$ cat src/rtl/da_fir3_pkg.sv
package da_fir3_pkg;

    localparam int NTAP  = 3;
    localparam int POS_W = 4;

    localparam int unsigned COEF [NTAP] = '{2, 3, 1};

    function automatic int unsigned coef_total();
        int unsigned s;
        s = 0;
        for (int i = 0; i < NTAP; i++) s += COEF[i];
        return s;
    endfunction

    localparam int unsigned CSUM   = coef_total();
    localparam int          TERM_W = $clog2(CSUM + 1);

    typedef logic [NTAP-1:0] da_addr_t;

    typedef enum logic [1:0] {
        ST_IDLE,
        ST_SHIFT,
        ST_SIGN,
        ST_DONE
    } da_state_t;

    typedef struct packed {
        logic             vld;
        logic             sgn;
        logic [POS_W-1:0] pos;
    } da_tag_t;

    function automatic logic [TERM_W-1:0] table_term(da_addr_t a);
        int unsigned s;
        s = 0;
        for (int i = 0; i < NTAP; i++)
            if (a[i]) s += COEF[i];
        return TERM_W'(s);
    endfunction

endpackage

$ cat src/rtl/da_fir3_taps.sv
module da_fir3_taps
    import da_fir3_pkg::*;
#(
    parameter int W = 4
) (
    input  logic                     clk,
    input  logic                     rst,
    input  logic                     load,
    input  logic                     shift,
    input  logic [NTAP-1:0][W-1:0]   smp,
    output da_addr_t                 addr
);

    for (genvar i = 0; i < NTAP; i++) begin : g_tap
        logic [W-1:0] sr;
        always_ff @(posedge clk) begin
            if (rst)        sr <= '0;
            else if (load)  sr <= smp[i];
            else if (shift) sr <= {1'b0, sr[W-1:1]};
        end
        assign addr[i] = sr[0];
    end

endmodule

$ cat src/rtl/da_fir3_ctrl.sv
module da_fir3_ctrl
    import da_fir3_pkg::*;
#(
    parameter int W = 4
) (
    input  logic    clk,
    input  logic    rst,
    input  logic    start,
    input  logic    done,
    output logic    idle,
    output logic    load,
    output logic    shift,
    output da_tag_t tag
);

    localparam int CW = $clog2(W);

    da_state_t       state;
    logic [CW-1:0]   cnt;

    always_ff @(posedge clk) begin
        if (rst) begin
            state <= ST_IDLE;
            cnt   <= '0;
        end else begin
            case (state)
                ST_IDLE: if (start) begin
                    state <= ST_SHIFT;
                    cnt   <= '0;
                end
                ST_SHIFT: begin
                    if (cnt == CW'(W - 2)) state <= ST_SIGN;
                    else                   cnt   <= cnt + 1'b1;
                end
                ST_SIGN: state <= ST_DONE;
                ST_DONE: if (done) state <= ST_IDLE;
                default: state <= ST_IDLE;
            endcase
        end
    end

    always_comb begin
        idle    = (state == ST_IDLE);
        load    = idle && start;
        shift   = (state == ST_SHIFT);
        tag.vld = (state == ST_SHIFT) || (state == ST_SIGN);
        tag.sgn = (state == ST_SIGN);
        tag.pos = (state == ST_SIGN) ? POS_W'(W - 1) : POS_W'(cnt);
    end

endmodule

$ cat src/rtl/da_fir3_rom.sv
module da_fir3_rom
    import da_fir3_pkg::*;
#(
    parameter bit REG_OUT = 1'b1
) (
    input  logic              clk,
    input  logic              rst,
    input  da_addr_t          addr,
    input  da_tag_t           tag_in,
    output logic [TERM_W-1:0] term,
    output da_tag_t           tag_out
);

    logic [TERM_W-1:0] look;
    assign look = table_term(addr);

    if (REG_OUT) begin : g_sync
        always_ff @(posedge clk) begin
            if (rst) begin
                term    <= '0;
                tag_out <= '0;
            end else begin
                term    <= look;
                tag_out <= tag_in;
            end
        end
    end else begin : g_comb
        assign term    = look;
        assign tag_out = tag_in;
    end

endmodule

$ cat src/rtl/da_fir3_acc.sv
module da_fir3_acc
    import da_fir3_pkg::*;
#(
    parameter int ACC_W = 8
) (
    input  logic                    clk,
    input  logic                    rst,
    input  logic                    clr,
    input  logic [TERM_W-1:0]       term,
    input  da_tag_t                 tag,
    output logic signed [ACC_W-1:0] result,
    output logic                    done
);

    logic signed [ACC_W-1:0] acc;
    logic signed [ACC_W-1:0] weighted;
    logic signed [ACC_W-1:0] acc_nxt;

    always_comb begin
        weighted = $signed(ACC_W'(term) << tag.pos);
        acc_nxt  = tag.sgn ? (acc - weighted) : (acc + weighted);
    end

    always_ff @(posedge clk) begin
        if (rst) begin
            acc    <= '0;
            result <= '0;
            done   <= 1'b0;
        end else begin
            done <= 1'b0;
            if (clr) begin
                acc <= '0;
            end else if (tag.vld) begin
                acc <= acc_nxt;
                if (tag.sgn) begin
                    result <= acc_nxt;
                    done   <= 1'b1;
                end
            end
        end
    end

endmodule

$ cat src/rtl/da_fir3.sv
module da_fir3
    import da_fir3_pkg::*;
#(
    parameter int W       = 4,
    parameter bit ROM_REG = 1'b1
) (
    input  logic                      clk,
    input  logic                      rst,
    input  logic                      start,
    input  logic [W-1:0]              smp0_in,
    input  logic [W-1:0]              smp1_in,
    input  logic [W-1:0]              smp2_in,
    output logic signed [W+TERM_W:0]  result,
    output logic                      done
);

    localparam int ACC_W = W + TERM_W + 1;

    logic                   ctl_idle;
    logic                   ctl_load;
    logic                   ctl_shift;
    da_tag_t                tag_issue;
    da_tag_t                tag_late;
    da_addr_t               bit_addr;
    logic [TERM_W-1:0]      term;
    logic [NTAP-1:0][W-1:0] smp_bus;

    assign smp_bus = {smp2_in, smp1_in, smp0_in};

    da_fir3_ctrl #(.W(W)) u_ctrl (
        .clk   (clk),
        .rst   (rst),
        .start (start),
        .done  (done),
        .idle  (ctl_idle),
        .load  (ctl_load),
        .shift (ctl_shift),
        .tag   (tag_issue)
    );

    da_fir3_taps #(.W(W)) u_taps (
        .clk   (clk),
        .rst   (rst),
        .load  (ctl_load),
        .shift (ctl_shift),
        .smp   (smp_bus),
        .addr  (bit_addr)
    );

    da_fir3_rom #(.REG_OUT(ROM_REG)) u_rom (
        .clk     (clk),
        .rst     (rst),
        .addr    (bit_addr),
        .tag_in  (tag_issue),
        .term    (term),
        .tag_out (tag_late)
    );

    da_fir3_acc #(.ACC_W(ACC_W)) u_acc (
        .clk    (clk),
        .rst    (rst),
        .clr    (ctl_load),
        .term   (term),
        .tag    (tag_late),
        .result (result),
        .done   (done)
    );

endmodule

$ cat config.mk
export PLATFORM = sky130hd
export DESIGN_NAME = da_fir3
export DESIGN_NICKNAME = d
export VERILOG_FILES = /design/src/rtl/da_fir3_pkg.sv /design/src/rtl/da_fir3_taps.sv /design/src/rtl/da_fir3_ctrl.sv /design/src/rtl/da_fir3_rom.sv /design/src/rtl/da_fir3_acc.sv /design/src/rtl/da_fir3.sv
export SDC_FILE = /design/constraint.sdc
export NUM_CORES = 1
export LEC_CHECK = 0
export BUFFER_PORTS_ARGS = -buffer_cell sky130_fd_sc_hd__buf_2
export CAP_MARGIN = 20
export CORE_ASPECT_RATIO = 1.5
export CORE_UTILIZATION = 40
export DETAILED_ROUTE_END_ITERATION = 6
export PLACE_DENSITY = 0.62
export SYNTH_ARGS = -nofsm -noshare
export SYNTH_HDL_FRONTEND = slang
export SYNTH_SLANG_ARGS = --single-unit
$ cat constraint.sdc
create_clock -name clk -period 2.35 [get_ports clk]
set_input_delay 0.1175 -clock clk [delete_from_list [all_inputs] [get_ports clk]]
set_output_delay 0.1175 -clock clk [all_outputs]
set_load 0.05 [all_outputs]
-- Word-level counts from Yosys, hierarchy flattened
Index checks and enable logic that the tools add are counted.
- bits in registers: 42
- bits of input ports: 15
- output and inout port bits: 9
- logic and storage cells: 57
- add/subtract/negate cells: 5
- equal/unequal tests: 8
- shift-type cells: 1
- mux-type cells: 19
- bitwise gates (word level): 2
- reduce and logical (&&, ||, !) cells: 10
- operators by type and width (operator ; count):
    4-bit 2-to-1 mux ; 6
    2-bit 2-to-1 mux ; 7
    3-bit AND reduction ; 3
    8-bit adder ; 1
    8-bit 2-to-1 mux ; 1
    2-bit case mux with 4 select lines ; 1
    3-bit by 4-bit left shift with 8-bit output ; 1
    8-bit subtractor ; 1
    2-bit == test, second input constant ; 3
    3-bit 2-to-1 mux ; 2
    2-bit by 1-bit != test with 1-bit output, second input constant ; 2
    2-bit != test, second input constant ; 2
    2-bit case mux with 2 select lines ; 1
    2-bit nonzero test ; 2
    2-bit by 2-bit adder with 3-bit output, second input constant ; 1
    3-bit by 1-bit adder with 3-bit output, second input constant ; 1
    3-bit OR reduction ; 1
    2-bit by 1-bit adder with 2-bit output, second input constant ; 1
    2-bit by 1-bit == test with 1-bit output, second input constant ; 1
    2-bit zero test ; 1
    1-bit NOT ; 2
    2-bit OR reduction ; 1
    1-bit logical AND ; 1
    1-bit logical OR ; 1
    1-bit 2-to-1 mux ; 1

-- Logic depth before layout (Yosys ltp)
- depth in word-level cells: 5
- mapped depth: 12
- gate-level depth less buffers: 11

-- Hierarchy
From an unflattened synthesis, not the netlist that was laid out.
- cell total of the unflattened synthesis: 267
- area, all modules: 2437.3 um^2
- modules (own cells, without submodules) (module ; times used ; cells an instance ; area each (um^2) ; seq. area each (um^2)):
    da_fir3_acc ; 1 ; 145 ; 1212.4 ; 340.3
    da_fir3_taps ; 1 ; 55 ; 553.0 ; 240.2
    da_fir3_ctrl ; 1 ; 41 ; 370.4 ; 80.1
    da_fir3_rom ; 1 ; 26 ; 301.5 ; 180.2

-- Worst setup path after synthesis
No wires, ideal clock.
- path kind: register -> register
- from: register u_rom.term[1]
- to: register u_acc.acc[5]
- setup time: 0.095 ns
- arrival time: 2.380 ns
- required time: 2.255 ns
- slack: -0.125 ns
- stages on the path, launching flop included: 12
- path buffers: 1
- clock period less this slack: 2.475 ns
- path through: dfxtp_1 -> clkbuf_1 -> or3_1 -> a21oi_1 -> a21oi_1 -> o32a_1 -> ha_1 -> o21a_1 -> o31a_1 -> o21a_1 -> or3_1 -> o311ai_1
- word-level cells in the longest chain between the ends: 3
- elaborated cells between the ends (all ways): 4
- classes of those cells: add/sub: 2; shift: 1; mux: 1
- RTL lines (element ; line ; source):
    from (decl) ; da_fir3_rom.sv:10 ; output logic [TERM_W-1:0] term,
    from (signal assigned) ; da_fir3_rom.sv:23 ; term <= look;
    3-bit by 4-bit left shift with 8-bit output * ; da_fir3_acc.sv:20 ; weighted = $signed(ACC_W'(term) << tag.pos);
    8-bit adder or 8-bit subtractor (tied branches) ; da_fir3_acc.sv:21 ; acc_nxt = tag.sgn ? (acc - weighted) : (acc + weighted);
    8-bit 2-to-1 mux * ; da_fir3_acc.sv:21 ;
    to (signal assigned) ; da_fir3_acc.sv:34 ; acc <= acc_nxt;
    to (decl) ; da_fir3_acc.sv:15 ; logic signed [ACC_W-1:0] acc;
Every way passes the cells marked *; elsewhere a longest branch is shown, timed or not.
A chain may end at the register's enable or synchronous reset.

-- Final worst setup path
Ends and elaborated chain as after synthesis.

==> results_dict.tcl <==
set metrics [dict create \
    status "finished, violations left" \
    violations "setup timing" \
    synth_area_per_cell_um2 8.09 \
    dp_hpwl_mm 3.52 \
    power.leakage_nw 1.17 \
    hp-class "in -> reg" \
    synth-seq-cells 40 \
    crit_slowest_cell "or3_4" \
    drt_wl_total_mm 4.85 \
    grt_setup_unrepaired "yes" \
    synth_cells 272 \
    crit_path_end_kind "flop" \
    layout_common_cells "nor2_1 (42), dfxtp_1 (35), buf_4 (30)" \
    fin_crit_sh_pct 101 \
    grt-ovfl-total 0 \
    worstPathArrival_ps 2560 \
    core-area_mm2 0.00520 \
    port_buffers 23 \
    path_cells "or3_4, a21oi_2, a21oi_1, o32a_1, ha_4, o21a_1, o31a_1, o21a_1, or3_1, o311ai_1" \
    relSlewSlack_pct 57.7 \
    powerDensity_mw_per_mm2 1510 \
    synthesis.area_mm2 0.00220 \
    syn_to_final_growth_pct 27.6 \
    fin_crit_ps 2360 \
    wl_per_cell_um 12.5 \
    grt_max_degree 38 \
    max_clock_freq_mhz 423 \
    dp_cells 374 \
    yosys.area.top_type "dfxtp_1" \
    layout_commonest_cell "nor2_1" \
    start_util_pct 42.3 \
    route.detailed.drc 0 \
    synth.distinct_cells 38 \
    clk_path_buf_depth 2 \
    htree_num_levels 2 \
    fin_nets 348 \
    vias 1961 \
    clock_latency_ps 290 \
    antenna_found_initial 0 \
    async_flop_share_pct 0 \
    die_h_um 92.8 \
    setup_slack_ps -11.9 \
    ys_seq_area_share_pct 36.4 \
    path_max_fanout 8 \
    clock-sinks 40 \
    dpl-instance-area_mm2 0.00254 \
    die_width_um 62.5 \
    numCtsBuffers 5 \
    vias_per_cell 5.07 \
    place_congestion 0.862 \
    setup.worst_path.start_class "flop" \
    initialDrtViolationCount 38 \
    grt_pass1_wl_mm 8.05 \
    worstMarginPinSlew_ps 635 \
    required_ps 2550 \
    syn-num-nets 302 \
    fin_area_mm2 0.00281 \
    first_pass_iters 4 \
    cts_hold_buffers 0 \
    cpPeakStageDelay_ps 390 \
    first_global_vias 1894 \
    synth_top_area_share_pct 36.4 \
    drv_slew 0 \
    final_layout_size_suffix_gt1_share_pct 25.4 \
    drtAntennaViolNets 0 \
    final-setup-viol-count 2 \
    yosys_warnings 0 \
    rows 32 \
    diodes 0 \
    instances_no_fill 387 \
    clkTransAtPathRegs_ps 80 \
    crit_buf_inv 0 \
    netlist_top_cells_area "dfxtp_1 (36%), ha_1 (8.0%), nor2_1 (7.3%)" \
    critPathTopFamily "compound AO/OA/AOI/OAI gates" \
    worstSetupPathType "reg -> reg" \
    ys.flop_type "dfxtp_1" \
    cpMostUsedCell "o21a_1" \
    io_pins 24 \
    clockRootBuffer "clkbuf_8" \
    die-area_mm2 0.00581 \
    maxCapViolCount 0 \
    fillers 510 \
    r2r_setup_slack_ps -10 \
    skew_ps 4.19 \
    cts_tree "done" \
    synth_edf_count 0 \
    grt.total_usage_pct 17.6 \
    finalHoldViolCount 0 \
    peakVddDrop_mv 0.636 \
]
-- logic make-up after synthesis --
kind of cell	share of synthesized area, %
xor gates and xnor gates	1.59
buffers and inverters	5.12
AOI/OAI and AO/OA	19.1
adders and majority gates	8.87
DFF	36.4
and+or+nand+nor	22.1
muxes	6.83
-- layout make-up --
| type | count | area (um2) | area share [%] |
|---|---|---|---|
| Sequential cell | 40 | 810 | 28.8 |
| Multi-Input combinational cell | 204 | 1350 | 48.2 |
| Clock inverter | 3 | 90.1 | 3.21 |
| Timing Repair Buffer | 54 | 352 | 12.5 |
| Tap cell | 68 | 85.1 | 3.03 |
| Clock buffer | 5 | 68.8 | 2.45 |
| Inverter | 13 | 48.8 | 1.74 |
-- layer usage --
layer | vias to the layer above | routed length (um) | track usage, %
li1 | 1037 | - | -
met1 | 885 | 2100 | 18.1
met2 | 31 | 2500 | 33.3
met3 | 8 | 121 | 3.20
met4 | 0 | 125 | 9.30
met5 | - | 0 | 0
-- report_power, final --
part	switching (mW)	internal (mW)
sequential	0.148	0.863
clock	0.246	0.531
combinational	1.23	1.21
-- timing repair --
| action | in CTS | in global routing |
|---|---|---|
| buffers inserted | 3 | 2 |
| pin swaps | 11 | 7 |
| resized for setup | 14 | 7 |
| setup endpoints to repair | 7 | 10 |
| cloned | 0 | 0 |
-- sequential cells by signal (all words and copies together) (netlist names) --
register         count
u_acc.result         8
u_acc.acc            8
u_rom.tag_out        4
u_taps.g_tap.sr     12
u_ctrl.state         2
u_acc.done           1
u_ctrl.cnt           2
u_rom.term           3
-- worst paths after layout --
kind	cells past startpoint	start	end
max reg2reg	10	u_rom.term[1]	u_acc.acc[5]
max	10	u_rom.term[1]	u_acc.acc[5]
min reg2reg	2	u_acc.result[3]	u_acc.result[3]
min	3	smp1_in[3]	u_taps.g_tap[1].sr[3]
-- synthesized netlist by cell type, drive strengths merged (4+ instances only) --
cell type,count
nor2,43
dfxtp,40
nand2,24
a21oi,19
a211oi,15
mux2i,15
o21ai,15
ha,14
inv,13
clkbuf,8
nand2b,8
buf,7
nand3,6
nor2b,6
nand3b,5
nor3,4
-- through the flow --
| stage | hold slack, ps | power (mW) | setup WS, ps | TNS (ps) | util (%) |
|---|---|---|---|---|---|
| after floorplan | 254 | 2.59 | 9.49 | 0 | - |
| after global placement | 361 | 3.19 | -88.7 | -229 | 48.9 |
| after detailed placement | 366 | 3.22 | -104 | -282 | 48.9 |
| after CTS | 50.8 | 4.16 | -12.7 | -26.9 | 53.3 |
| after global routing | 61.4 | 4.57 | -108 | -492 | 53.9 |
| final | 58.1 | 4.23 | -11.9 | -12.1 | 53.9 |
-- worst min-delay path, stage by stage --
cell,delay [ps]
buf_2,90
nand2_1,50
a21oi_1,50
Power figures use the tool's default switching activity.
